[config.mk]
export PLATFORM = sky130hd
export DESIGN_NAME = dma_bus_arbiter
export DESIGN_NICKNAME = d
export VERILOG_FILES = /design/src/rtl/dma_arb_pkg.sv /design/src/rtl/dma_arb_picker.sv /design/src/rtl/dma_arb_rr_ptr.sv /design/src/rtl/dma_arb_ctrl.sv /design/src/rtl/dma_bus_arbiter.sv
export SDC_FILE = /design/constraint.sdc
export NUM_CORES = 1
export LEC_CHECK = 0
export BUFFER_PORTS_ARGS = -buffer_cell sky130_fd_sc_hd__clkbuf_2
export CAP_MARGIN = 20
export CORE_AREA = 2 2 50 52
export CTS_CLUSTER_SIZE = 16
export DETAILED_ROUTE_END_ITERATION = 16
export DIE_AREA = 0 0 52 54
export HOLD_SLACK_MARGIN = 0.15
export SETUP_SLACK_MARGIN = 0.05
export SYNTH_ARGS = -nofsm -noshare
export SYNTH_HDL_FRONTEND = slang
export SYNTH_SLANG_ARGS = --single-unit
[constraint.sdc]
create_clock -name clk -period 4.06 [get_ports clk]
set_input_delay 0.609 -clock clk [delete_from_list [all_inputs] [get_ports clk]]
set_output_delay 0.609 -clock clk [all_outputs]
set_load 0.02 [all_outputs]
[src/rtl/dma_arb_pkg.sv]
package dma_arb_pkg;
  typedef enum logic [1:0] {
    ARB_IDLE = 2'd0,
    ARB_OWN  = 2'd1,
    ARB_GAP  = 2'd2
  } arb_state_e;
endpackage

[src/rtl/dma_arb_picker.sv]
// Rotating-priority picker: the first requester found at or after 'start'.
module dma_arb_picker #(
  parameter int NUM_CH = 4,
  localparam int IDX_W = $clog2(NUM_CH)
) (
  input  logic [NUM_CH-1:0] req,
  input  logic [IDX_W-1:0]  start,
  output logic              hit,
  output logic [IDX_W-1:0]  pick
);
  always_comb begin
    hit  = 1'b0;
    pick = '0;
    // walk from the farthest candidate down, so the nearest one wins
    for (int k = NUM_CH - 1; k >= 0; k--) begin
      logic [IDX_W-1:0] cand;
      cand = IDX_W'((int'(start) + k) % NUM_CH);
      if (req[cand]) begin
        hit  = 1'b1;
        pick = cand;
      end
    end
  end
endmodule

[src/rtl/dma_arb_rr_ptr.sv]
// Holds the most recently granted channel and offers the next start point.
module dma_arb_rr_ptr #(
  parameter int NUM_CH = 4,
  localparam int IDX_W = $clog2(NUM_CH)
) (
  input  logic             clk,
  input  logic             rst_n,
  input  logic             upd_en,
  input  logic [IDX_W-1:0] upd_idx,
  output logic [IDX_W-1:0] rr_start
);
  localparam logic [IDX_W-1:0] LAST_CH = IDX_W'(NUM_CH - 1);

  logic [IDX_W-1:0] last_q;

  always_ff @(posedge clk or negedge rst_n) begin
    if (!rst_n)      last_q <= LAST_CH;
    else if (upd_en) last_q <= upd_idx;
  end

  always_comb begin
    if (last_q == LAST_CH) rr_start = '0;
    else                   rr_start = last_q + IDX_W'(1);
  end
endmodule

[src/rtl/dma_arb_ctrl.sv]
// Ownership state machine: decide, hold during a burst, then a fixed gap.
module dma_arb_ctrl
  import dma_arb_pkg::*;
#(
  parameter int NUM_CH     = 4,
  parameter int GAP_CYCLES = 2,
  localparam int IDX_W = $clog2(NUM_CH),
  localparam int CNT_W = $clog2(GAP_CYCLES + 1)
) (
  input  logic              clk,
  input  logic              rst_n,
  input  logic [NUM_CH-1:0] burst,
  input  logic              win_hit,
  input  logic [IDX_W-1:0]  win_idx,
  output logic              take,
  output logic [NUM_CH-1:0] gnt
);
  localparam logic [CNT_W-1:0] GAP_LAST = CNT_W'(GAP_CYCLES - 1);

  arb_state_e       state_q, state_d;
  logic [CNT_W-1:0] cnt_q, cnt_d;
  logic             cnt_en;
  logic [IDX_W-1:0] own_q;
  logic             decide;

  assign decide = (state_q == ARB_IDLE) ||
                  ((state_q == ARB_GAP) && (cnt_q == GAP_LAST));

  always_comb begin
    state_d = state_q;
    cnt_d   = cnt_q;
    cnt_en  = 1'b0;
    take    = 1'b0;
    case (state_q)
      ARB_OWN: begin
        if (!burst[own_q]) begin
          state_d = ARB_GAP;
          cnt_d   = '0;
          cnt_en  = 1'b1;
        end
      end
      ARB_IDLE, ARB_GAP: begin
        if (decide) begin
          if (win_hit) begin
            state_d = ARB_OWN;
            take    = 1'b1;
          end else begin
            state_d = ARB_IDLE;
          end
        end else begin
          cnt_d  = cnt_q + CNT_W'(1);
          cnt_en = 1'b1;
        end
      end
      default: state_d = ARB_IDLE;
    endcase
  end

  always_ff @(posedge clk or negedge rst_n) begin
    if (!rst_n) state_q <= ARB_IDLE;
    else        state_q <= state_d;
  end

  always_ff @(posedge clk or negedge rst_n) begin
    if (!rst_n)      cnt_q <= '0;
    else if (cnt_en) cnt_q <= cnt_d;
  end

  always_ff @(posedge clk or negedge rst_n) begin
    if (!rst_n)    own_q <= '0;
    else if (take) own_q <= win_idx;
  end

  for (genvar i = 0; i < NUM_CH; i++) begin : g_gnt
    assign gnt[i] = (state_q == ARB_OWN) && (own_q == IDX_W'(i));
  end
endmodule

[src/rtl/dma_bus_arbiter.sv]
module dma_bus_arbiter #(
  parameter int NUM_CH     = 4,
  parameter int GAP_CYCLES = 2,
  localparam int IDX_W = $clog2(NUM_CH)
) (
  input  logic              clk,
  input  logic              rst_n,
  input  logic [NUM_CH-1:0] req,
  input  logic [NUM_CH-1:0] burst,
  input  logic              mode_rr,
  input  logic [IDX_W-1:0]  prio_sel,
  output logic [NUM_CH-1:0] gnt
);
  logic [IDX_W-1:0] rr_start;
  logic [IDX_W-1:0] search_start;
  logic             win_hit;
  logic [IDX_W-1:0] win_idx;
  logic             take;

  assign search_start = mode_rr ? rr_start : prio_sel;

  dma_arb_picker #(.NUM_CH(NUM_CH)) u_pick (
    .req   (req),
    .start (search_start),
    .hit   (win_hit),
    .pick  (win_idx)
  );

  dma_arb_rr_ptr #(.NUM_CH(NUM_CH)) u_ptr (
    .clk      (clk),
    .rst_n    (rst_n),
    .upd_en   (take),
    .upd_idx  (win_idx),
    .rr_start (rr_start)
  );

  dma_arb_ctrl #(.NUM_CH(NUM_CH), .GAP_CYCLES(GAP_CYCLES)) u_ctrl (
    .clk     (clk),
    .rst_n   (rst_n),
    .burst   (burst),
    .win_hit (win_hit),
    .win_idx (win_idx),
    .take    (take),
    .gnt     (gnt)
  );
endmodule

# == Yosys cells after proc, flatten, opt, wreduce, memory -nomap -nowiden ==
# Index checks and enable logic that the tools add are counted.
# W data, S select, Z words.
# classes
n_addsub,5
multipliers,0
n_div,0
order_cmp,5
eq_ne,10
n_shift,0
mux,33
bitwise,0
n_reduce_logical,12
# op_table
op,count
$mux W2,10
$lt A2 B3 Y1 const B,5
$mux W1,15
$bmux W1 S2,5
$eq A2 B2 Y1 const B,4
$pmux W2 S2,2
$add A2 B1 Y2 const B,3
$eq A2 B1 Y1 const B,3
$logic_and A1 B1 Y1,5
$add A2 B2 Y2 const B,2
$logic_not A2 Y1,2
$ne A2 B2 Y1 const B,2
$reduce_and A4 Y1,1
$ne A2 B1 Y1 const B,1
$pmux W1 S2,1
$reduce_and A2 Y1,1
$reduce_bool A2 Y1,1
$reduce_or A2 Y1,1
$logic_or A1 B1 Y1,1
# word_totals
regBits,8
latchBits,0
ram_bits,0
rom_bits,0
input_bits,13
out_inout_bits,4
mem_count,0

# == Depth between registers and ports, before layout ==
# Gate-level depths: netlist (run 1).
# depth
ltp_word,13
mapped_depth,6
depth_no_buf,6

# == Modules after synthesis ==
# A second synthesis (run 1) with hierarchy kept.
# hier_totals
hier_cells,55
area_unflattened_um2,571.8
# modules_own_cells
mod,instances,cells_each,area_each_um2
dma_arb_ctrl,1,34,380.4
dma_arb_rr_ptr,1,6,91.3
dma_arb_picker,1,13,77.6
dma_bus_arbiter,1,2,22.5

# == Least setup slack after synthesis (run 1) ==
# Ideal clock, no wire load.
# synth_path
path_type,flip-flop to output port
from,register u_ctrl.state_q[0]
to,output port gnt[0]
arrival_time_ns,1.377
setup_slack_ns,2.074
path_stages_with_launch,4
path_buffers,1
path_cell_list,dfrtp_1 -> clkbuf_1 -> inv_1 -> nor4_1
# synth_between
elab_chain_cells,2
# synth_rtl
element,line_no,text
"start, declared",dma_arb_ctrl.sv:20,"arb_state_e state_q, state_d;"
"start signal, assigned",dma_arb_ctrl.sv:61,else state_q <= state_d;
$eq A2 B1 Y1,dma_arb_ctrl.sv:75,assign gnt[i] = (state_q == ARB_OWN) && (own_q == IDX_W'(i));
$logic_and A1 B1 Y1,dma_arb_ctrl.sv:75,
"end, declared",dma_bus_arbiter.sv:12,output logic [NUM_CH-1:0] gnt
# No other way between the ends.

# == Final worst setup path (run 1) ==
# layout_path
from,register u_ctrl.state_q[0]
to,output port gnt[3]
# Same word-level chain as after synthesis.

==> results of run 1 <==
metrics by stage:
stage,area (um^2),cells,power [mW]
after floorplan,536,59,0.352
after global placement,649,104,0.405
after detailed placement,649,104,0.415
after CTS,672,107,0.476
after global routing,672,107,0.519
final,672,107,0.469
power by group:
part	switching [mW]	internal, mW
clock network	0.0253	0.0337
registers	0.0447	0.125
logic	0.131	0.109
total	0.201	0.268
final cells by class:
type | instances | share of cell area
repair buffers | 16 | 0.119
inverters | 4 | 0.0223
flip-flops and latches | 8 | 0.302
multi-input cells | 46 | 0.467
well taps | 30 | 0.0559
clock buffers | 3 | 0.0335
state kept, by name (all words and copies together), names as in the netlist:
signal	cells
u_ctrl.cnt_q	2
u_ctrl.own_q	2
u_ptr.last_q	2
u_ctrl.state_q	2
cells by family after synthesis:
kind of cell             after synthesis  share of synthesized area
adder cells (fa/ha/maj)                2                     0.0467
buffers and inverters                  5                     0.0350
multiplexers                           3                     0.0888
flip-flops                             8                      0.378
XOR/XNOR                               1                     0.0164
AND/OR/NAND/NOR                       26                      0.215
AO/OA/AOI/OAI                         14                      0.220
critical path, delay by kind of cell, from the launching register on:
family,cells,cell delay [ps]
buffers and inverters,2,300
AND/OR/NAND/NOR,2,410
flip-flops,1,450
worst min-delay path by stage:
stage | start | end | slack [ps] | depth (start not counted)
5_1_grt | rst_n | u_ctrl.own_q[1]$_DFFE_PN0P_ | 200 | 1
4_1_cts | rst_n | u_ctrl.own_q[1]$_DFFE_PN0P_ | 200 | 1
2_1_floorplan | rst_n | u_ctrl.cnt_q[0]$_DFFE_PN0P_ | 310 | 0
6_report | rst_n | u_ctrl.state_q[0]$_DFFE_PN0P_ | 200 | 1
3_5_place_dp | rst_n | u_ctrl.own_q[1]$_DFFE_PN0P_ | 470 | 1
3_3_place_gp | rst_n | u_ctrl.own_q[1]$_DFFE_PN0P_ | 470 | 1
layout by cell type (no fill, tap or decap), types with 2 or more instances in the layout:
cell type / synthesis / layout
clkbuf_2: 0 / 16
nand2_1: 13 / 13
nor2_1: 7 / 7
dfrtp_1: 6 / 6
inv_1: 4 / 4
clkbuf_4: 0 / 3
o22ai_1: 2 / 2
o21ai_0: 2 / 2
o311ai_0: 2 / 2
o21ai_1: 2 / 2
ha_1: 2 / 2
dfstp_2: 2 / 2
routing by layer:
| metal | global-route usage | vias to the layer above | wire length, um |
|---|---|---|---|
| met3 | 0.0250 | 2 | 45 |
| met4 | 0.0658 | 0 | 12 |
| met5 | 0 | - | 0 |
| li1 | - | 250 | - |
| met2 | 0.171 | 11 | 584 |
| met1 | 0.0892 | 229 | 451 |
==> impl_metrics.json, run 1 <==
{
  "cp_max_fo": 8,
  "grt_overflow_total": 0,
  "finalWeightedCongestion": 0.751,
  "cts_tree": "yes",
  "syn_to_final_growth_pct": 25.5,
  "pre_cts_slack_ps": 2270,
  "fin_crit_sh": 0.498,
  "yosysTopAreaCellShare": 0.280,
  "antenna_cells": 0,
  "hpwl_um": 936,
  "tns_ps": 0,
  "leakage_nw": 0.324,
  "track_usage": 0.0927,
  "antenna_found_initial": 0,
  "post_cts_resize_count": 0,
  "clock_skew_ps": 8.94,
  "vias": 492,
  "drive_gt1_frac": 0.338,
  "nFillCells": 252,
  "fin_crit_ps": 2020,
  "path_cells": "inv_1, nor2_1, and3_1, clkbuf_2",
  "grt_pass1_vias": 448,
  "die_w_um": 52,
  "ff_latch_area_um2": 203,
  "setup.worst_path.end": "gnt[3]",
  "grt_max_degree": 9,
  "slew_headroom": 0.770,
  "rr_endpoint": "u_ptr.last_q[0]$_DFFE_PN1P_",
  "hp-class": "in2async",
  "num_io_pins": 17,
  "cts_hold_buf": 0,
  "cp-startpoint": "u_ctrl.state_q[0]$_DFFE_PN0P_",
  "ys_seq_elements": 8,
  "powerDensity_nw_per_um2": 698,
  "htree_levels": 1,
  "critPathArrivalTime_ps": 1410,
  "ys_types": 27,
  "crit_type": "reg2out",
  "cts_buffer_depth": 2,
  "fin_ws_ps": 2040,
  "yosys.area.top_type": "dfrtp_1",
  "netlist_top_cells_count": "nand2_1 (13), nor2_1 (7), dfrtp_1 (6)",
  "io_buffers": 16,
  "ys_seq_area_frac": 0.379,
  "drt_iter0_markers": 4,
  "antenna_left": 0,
  "nets": 94,
  "status": "completed",
  "cts_sinks": 8,
  "routedWlPerCell_um": 10.2,
  "cp_slowest_cell": "dfrtp_1",
  "syn_nets": 74,
  "vias_per_cell": 4.60,
  "peakVddDrop_mv": 0.326,
  "synth_area_um2": 536,
  "firstDrtPassIters": 4,
  "endpoint_kind": "primary output",
  "worstRegToRegCells": 5,
  "ys_async_sr_fraction": 1.00,
  "clock_latency_ps": 250,
  "rows": 18,
  "crit_path_start_kind": "register",
  "multi_input_area_um2": 314,
  "wirelength_mm": 1.10,
  "post-cts-setup-buffers": 0,
  "maxCapViolations": 0,
  "slowest_delay_ps": 450,
  "synth_top_cells_by_area": "dfrtp_1 (28%), dfstp_2 (9.8%), nand2_1 (9.1%)",
  "start_util": 0.231,
  "clk_pin_slew_ps": 60,
  "fmax_mhz": 495,
  "rsz0062_at_grt": "no",
  "r2r-start": "u_ptr.last_q[0]$_DFFE_PN1P_",
  "dieHeight_um": 54,
  "grt_pass1_wl_mm": 1.85,
  "synth_enable_flop_cells": 0,
  "holdWs_ps": 199,
  "r2r_slack_ps": 2280,
  "tightestPinTransition_ps": 335,
  "core_area_um2": 2320,
  "die_area_um2": 2810,
  "synthCells": 59,
  "setup_viol": 0,
  "crit_required_ps": 3450,
  "synthFlopType": "dfrtp_1",
  "hold_violations": 0,
  "yosys_warnings": 0,
  "final_util": 0.290,
  "synth.avg_cell_area_um2": 9.08,
  "slew_viol_final": 0,
  "cts_buffers": 3,
  "cts-root-buf": "clkbuf_4",
  "drc": 0,
  "synth_most_common_cell": "nand2_1"
}
No activity file was read; power rests on OpenSTA's default activity.
==> run 2, diff against run 1 <==
- clock period: 4.06 -> 2 ns (I/O delays scaled with it)
==> run 2 against run 1 <==
- combinational power increased by 110%
- largest cell class unchanged
- critical endpoint is now u_ptr.last_q[0]$_DFFE_PN1P_
- cell area increased by 2.0%
- first-iteration DRC count increased to 2.8 times the previous value
- largest power group unchanged
==> impl_metrics.json, run 2 (synthesized netlist as in run 1, its figures left out) <==
{
  "antenna_left": 0,
  "antenna_found_initial": 0,
  "status": "completed",
  "nFillCells": 256,
  "swShare": 0.436,
  "critPathArrivalTime_ps": 1970,
  "clock_latency_ps": 260,
  "crit_required_ps": 2190,
  "vias_per_cell": 4.62,
  "dpl_cell_area_um2": 649,
  "p_comb_frac": 0.509,
  "cts_sinks": 8,
  "routedWlPerCell_um": 10.8,
  "internal_power_mw": 0.553,
  "hpwl_um": 934,
  "dp_cells": 104,
  "cts_buffers": 3,
  "start_util": 0.231,
  "cp_max_fo": 6,
  "fmax_mhz": 562,
  "io_buffers": 16,
  "fin_crit_sh": 0.890,
  "grt_overflow_total": 0,
  "nets": 95,
  "dieHeight_um": 54,
  "core_area_um2": 2320,
  "fin_area_um2": 686,
  "multi_input_area_um2": 314,
  "rsz0062_at_grt": "no",
  "grt_max_degree": 9,
  "htree_levels": 1,
  "syn_to_final_growth_pct": 28.0,
  "cts_tree": "yes",
  "antenna_cells": 0,
  "slew_headroom": 0.717,
  "final_cell_mix": "clkbuf_2 (16), nand2_1 (13), nor2_1 (7), dfrtp_1 (6), inv_1 (4)",
  "ff_latch_area_um2": 203,
  "clk_pin_slew_ps": 60,
  "crit_path_start_kind": "register",
  "hp-class": "in2reg",
  "cts-root-buf": "clkbuf_4",
  "die_area_um2": 2810,
  "finalWeightedCongestion": 0.762,
  "endpoint_kind": "register",
  "num_io_pins": 17,
  "grt_pass1_vias": 470,
  "firstDrtPassIters": 2,
  "maxCapViolations": 0,
  "setup_viol": 0,
  "drt_iter0_markers": 11,
  "wirelength_mm": 1.17,
  "final_common_cell": "clkbuf_2",
  "switchingPower_mw": 0.428,
  "leakage_nw": 0.330,
  "vias": 504,
  "peakVddDrop_mv": 0.683,
  "die_w_um": 52,
  "track_usage": 0.101,
  "powerDensity_nw_per_um2": 1430,
  "slew_viol_final": 0,
  "crit_type": "reg2reg",
  "clock_skew_ps": 8.38,
  "drive_gt1_frac": 0.329,
  "grt_pass1_wl_mm": 2.03,
  "post_cts_resize_count": 0,
  "tightestPinTransition_ps": 419,
  "clkPwrFrac": 0.142,
  "p_seq_frac": 0.349,
  "rows": 18,
  "cts_buffer_depth": 2,
  "drc": 0,
  "fin_crit_ps": 1780,
  "tns_ps": 0,
  "post-cts-setup-buffers": 0,
  "stdcell_count": 109,
  "hold_violations": 0
}
-- run 2: area by class of cell --
type                    count  area share
multi-input cells          46       0.458
repair buffers             17       0.131
well taps                  30      0.0547
flip-flops and latches      8       0.296
inverters                   4      0.0219
clock buffers               4      0.0383
-- run 2: what timing repair did --
action	4_1_cts	5_1_grt
hold buffers	1	0
hold endpoints to repair	8	0
setup endpoints to repair	0	0
-- run 2: critical path, stage by stage, from the launching register on --
cell and delay [ps]:
dfstp_2 540, ha_1 230, mux2_4 290, and2_4 160, a221o_1 350, o21ai_1 140
-- run 2: worst paths after layout --
check	start	endpoint	slack [ps]	cells past startpoint
worst max register to register	u_ptr.last_q[0]$_DFFE_PN1P_	u_ptr.last_q[0]$_DFFE_PN1P_	220	5
max in group asynchronous	rst_n	u_ptr.last_q[0]$_DFFE_PN1P_	1330	2
worst min register to register	u_ptr.last_q[0]$_DFFE_PN1P_	u_ptr.last_q[0]$_DFFE_PN1P_	480	2
min in group asynchronous	rst_n	u_ctrl.own_q[0]$_DFFE_PN0P_	420	2
worst max-delay path	u_ptr.last_q[0]$_DFFE_PN1P_	u_ptr.last_q[0]$_DFFE_PN1P_	220	5
worst min-delay path	req[1]	u_ctrl.own_q[1]$_DFFE_PN0P_	380	2
-- run 2: metal layers --
layer,global-route usage,share of wire,routed length (um)
met5,0,0,0
met4,0.0746,0.014,17
met3,0.0194,0.038,45
met2,0.175,0.51,595
met1,0.111,0.44,515
-- run 2: power by group through the flow --
stage	sequential [mW]	clock, mW	combinational (mW)
finish	0.342	0.140	0.500
global route	0.361	0.152	0.561
CTS	0.342	0.144	0.505
detailed placement	0.344	0	0.503
global placement	0.341	0	0.486
floorplan	0.309	0	0.405
-- run 2: metrics by stage --
stage               total power [mW]  setup WS, ps  hold WS, ps   util
floorplan                      0.714           293         4.41      -
detailed placement             0.847           216          165  0.280
CTS                            0.991           197          397  0.296
global placement               0.827           242          162  0.280
finish                         0.981           220          384  0.296
global route                    1.07           126          426  0.296
==> run 3, diff against run 2 <==
- CELL_PAD_IN_SITES_DETAIL_PLACEMENT: not set -> 1
- CELL_PAD_IN_SITES_GLOBAL_PLACEMENT: not set -> 1
- PLACE_DENSITY_LB_ADDON: not set -> 0.1
==> run 3 against run 2 <==
- clock power is 11% lower
- utilization is 0.054 points lower
- worst hold slack worse by 32 ps
- cell area is 0.18% lower
- total power is 0.73% lower
- cell count is 0.92% lower
- critical path type unchanged
==> impl_metrics.json, run 3 (synthesized netlist as in run 1, its figures left out) <==
{
  "slew_viol_final": 0,
  "rows": 18,
  "cp-startpoint": "u_ptr.last_q[0]$_DFFE_PN1P_",
  "antenna_found_initial": 0,
  "drive_gt1_frac": 0.346,
  "crit_type": "reg2reg",
  "rr_endpoint": "u_ptr.last_q[0]$_DFFE_PN1P_",
  "clock_skew_ps": 7.40,
  "final_util": 0.295,
  "antenna_left": 0,
  "powerDensity_nw_per_um2": 1420,
  "antenna_cells": 0,
  "dp_cells": 104,
  "hold_violations": 0,
  "holdWs_ps": 352,
  "tns_ps": 0,
  "drc": 0,
  "rsz0062_at_grt": "no",
  "fin_crit_ps": 1780,
  "io_buffers": 16,
  "setup.worst_path.end": "u_ptr.last_q[0]$_DFFE_PN1P_",
  "final_cell_mix": "clkbuf_2 (16), nand2_1 (13), nor2_1 (6), dfrtp_1 (6), inv_1 (4)",
  "grt_max_degree": 9,
  "peakVddDrop_mv": 0.374,
  "cts_tree": "yes",
  "cts_sinks": 8,
  "drt_iter0_markers": 3,
  "nets": 95,
  "setup_viol": 0,
  "final_common_cell": "clkbuf_2",
  "firstDrtPassIters": 2,
  "dieHeight_um": 54,
  "stdcell_count": 108,
  "die_w_um": 52,
  "vias_per_cell": 4.58,
  "syn_to_final_growth_pct": 27.8,
  "cp_max_fo": 6,
  "start_util": 0.231,
  "hp-class": "in2reg",
  "critPathArrivalTime_ps": 1960,
  "maxCapViolations": 0,
  "endpoint_kind": "register",
  "wirelength_mm": 1.36,
  "core_area_um2": 2320,
  "vias": 495,
  "fmax_mhz": 560,
  "nFillCells": 298,
  "grt_overflow_total": 0,
  "clock_latency_ps": 250,
  "grt_pass1_vias": 536,
  "track_usage": 0.118,
  "fin_crit_sh": 0.892,
  "leakage_nw": 0.329,
  "worstRegToRegCells": 5,
  "status": "completed",
  "cts-root-buf": "clkbuf_4",
  "die_area_um2": 2810,
  "htree_levels": 1,
  "r2r-start": "u_ptr.last_q[0]$_DFFE_PN1P_",
  "routedWlPerCell_um": 12.6,
  "clk_pin_slew_ps": 60,
  "slew_headroom": 0.753,
  "crit_required_ps": 2180,
  "r2r_slack_ps": 220,
  "cts_buffers": 3,
  "tightestPinTransition_ps": 360,
  "cts_buffer_depth": 2,
  "hpwl_mm": 1.11,
  "finalWeightedCongestion": 0.675,
  "crit_path_start_kind": "register",
  "num_io_pins": 17,
  "grt_pass1_wl_mm": 2.33
}
[run 3: changes by cell type in the layout (fill, tap and decap cells not counted), sizes merged]
cell,delta
clkbuf,-1
[run 3: worst min path at each step]
stage	start	end	slack [ps]	depth (start not counted)
2_1_floorplan	rst_n	u_ctrl.cnt_q[0]$_DFFE_PN0P_	4	0
3_3_place_gp	rst_n	u_ctrl.state_q[1]$_DFFE_PN0P_	180	1
3_5_place_dp	rst_n	u_ctrl.state_q[1]$_DFFE_PN0P_	180	1
4_1_cts	req[1]	u_ptr.last_q[1]$_DFFE_PN1P_	340	2
5_1_grt	req[1]	u_ptr.last_q[1]$_DFFE_PN1P_	360	2
6_report	req[1]	u_ptr.last_q[1]$_DFFE_PN1P_	350	2
[run 3: what timing repair did]
action,in CTS,in global routing
endpoints found under the setup margin,0,1
buffers inserted,0,0
hold buffers,1,0
hold endpoints to repair,7,0
gates resized for setup,0,1
[run 3: report_power, final]
group          total [mW]  leakage, nW  switching [mW]  internal [mW]
clock               0.124       0.0138          0.0551         0.0687
combinational       0.500        0.218           0.276          0.224
sequential          0.350       0.0966          0.0962          0.254
total               0.974        0.329           0.428          0.546
[run 3: per-layer routing]
layer | share of wire | track usage | vias up
met5 | 0 | 0 | -
met4 | 0.014 | 0.0658 | 0
met3 | 0.033 | 0.0278 | 2
met2 | 0.48 | 0.200 | 10
met1 | 0.47 | 0.138 | 235
li1 | - | - | 248
[run 3: stage by stage]
| step | cell area, um^2 | setup WS (ps) | total power [mW] |
|---|---|---|---|
| detailed placement | 649 | 205 | 0.861 |
| floorplan | 536 | 293 | 0.714 |
| global placement | 649 | 196 | 0.859 |
| global route | 684 | 114 | 1.09 |
| finish | 684 | 215 | 0.974 |
| CTS | 682 | 197 | 0.998 |
[run 3: layout make-up]
type,count,area [um^2],area share
repair buffers,17,90.1,0.132
clock buffers,3,22.5,0.0329
multi-input cells,46,317,0.463
inverters,4,15.0,0.0219
flip-flops and latches,8,203,0.296
well taps,30,37.5,0.0548
[run 3: worst max-delay path, stage by stage (launching register included)]
cell     delay, ps
dfstp_2        550
ha_1           230
mux2_4         290
and2_4         160
a221o_1        360
o21ai_1        140
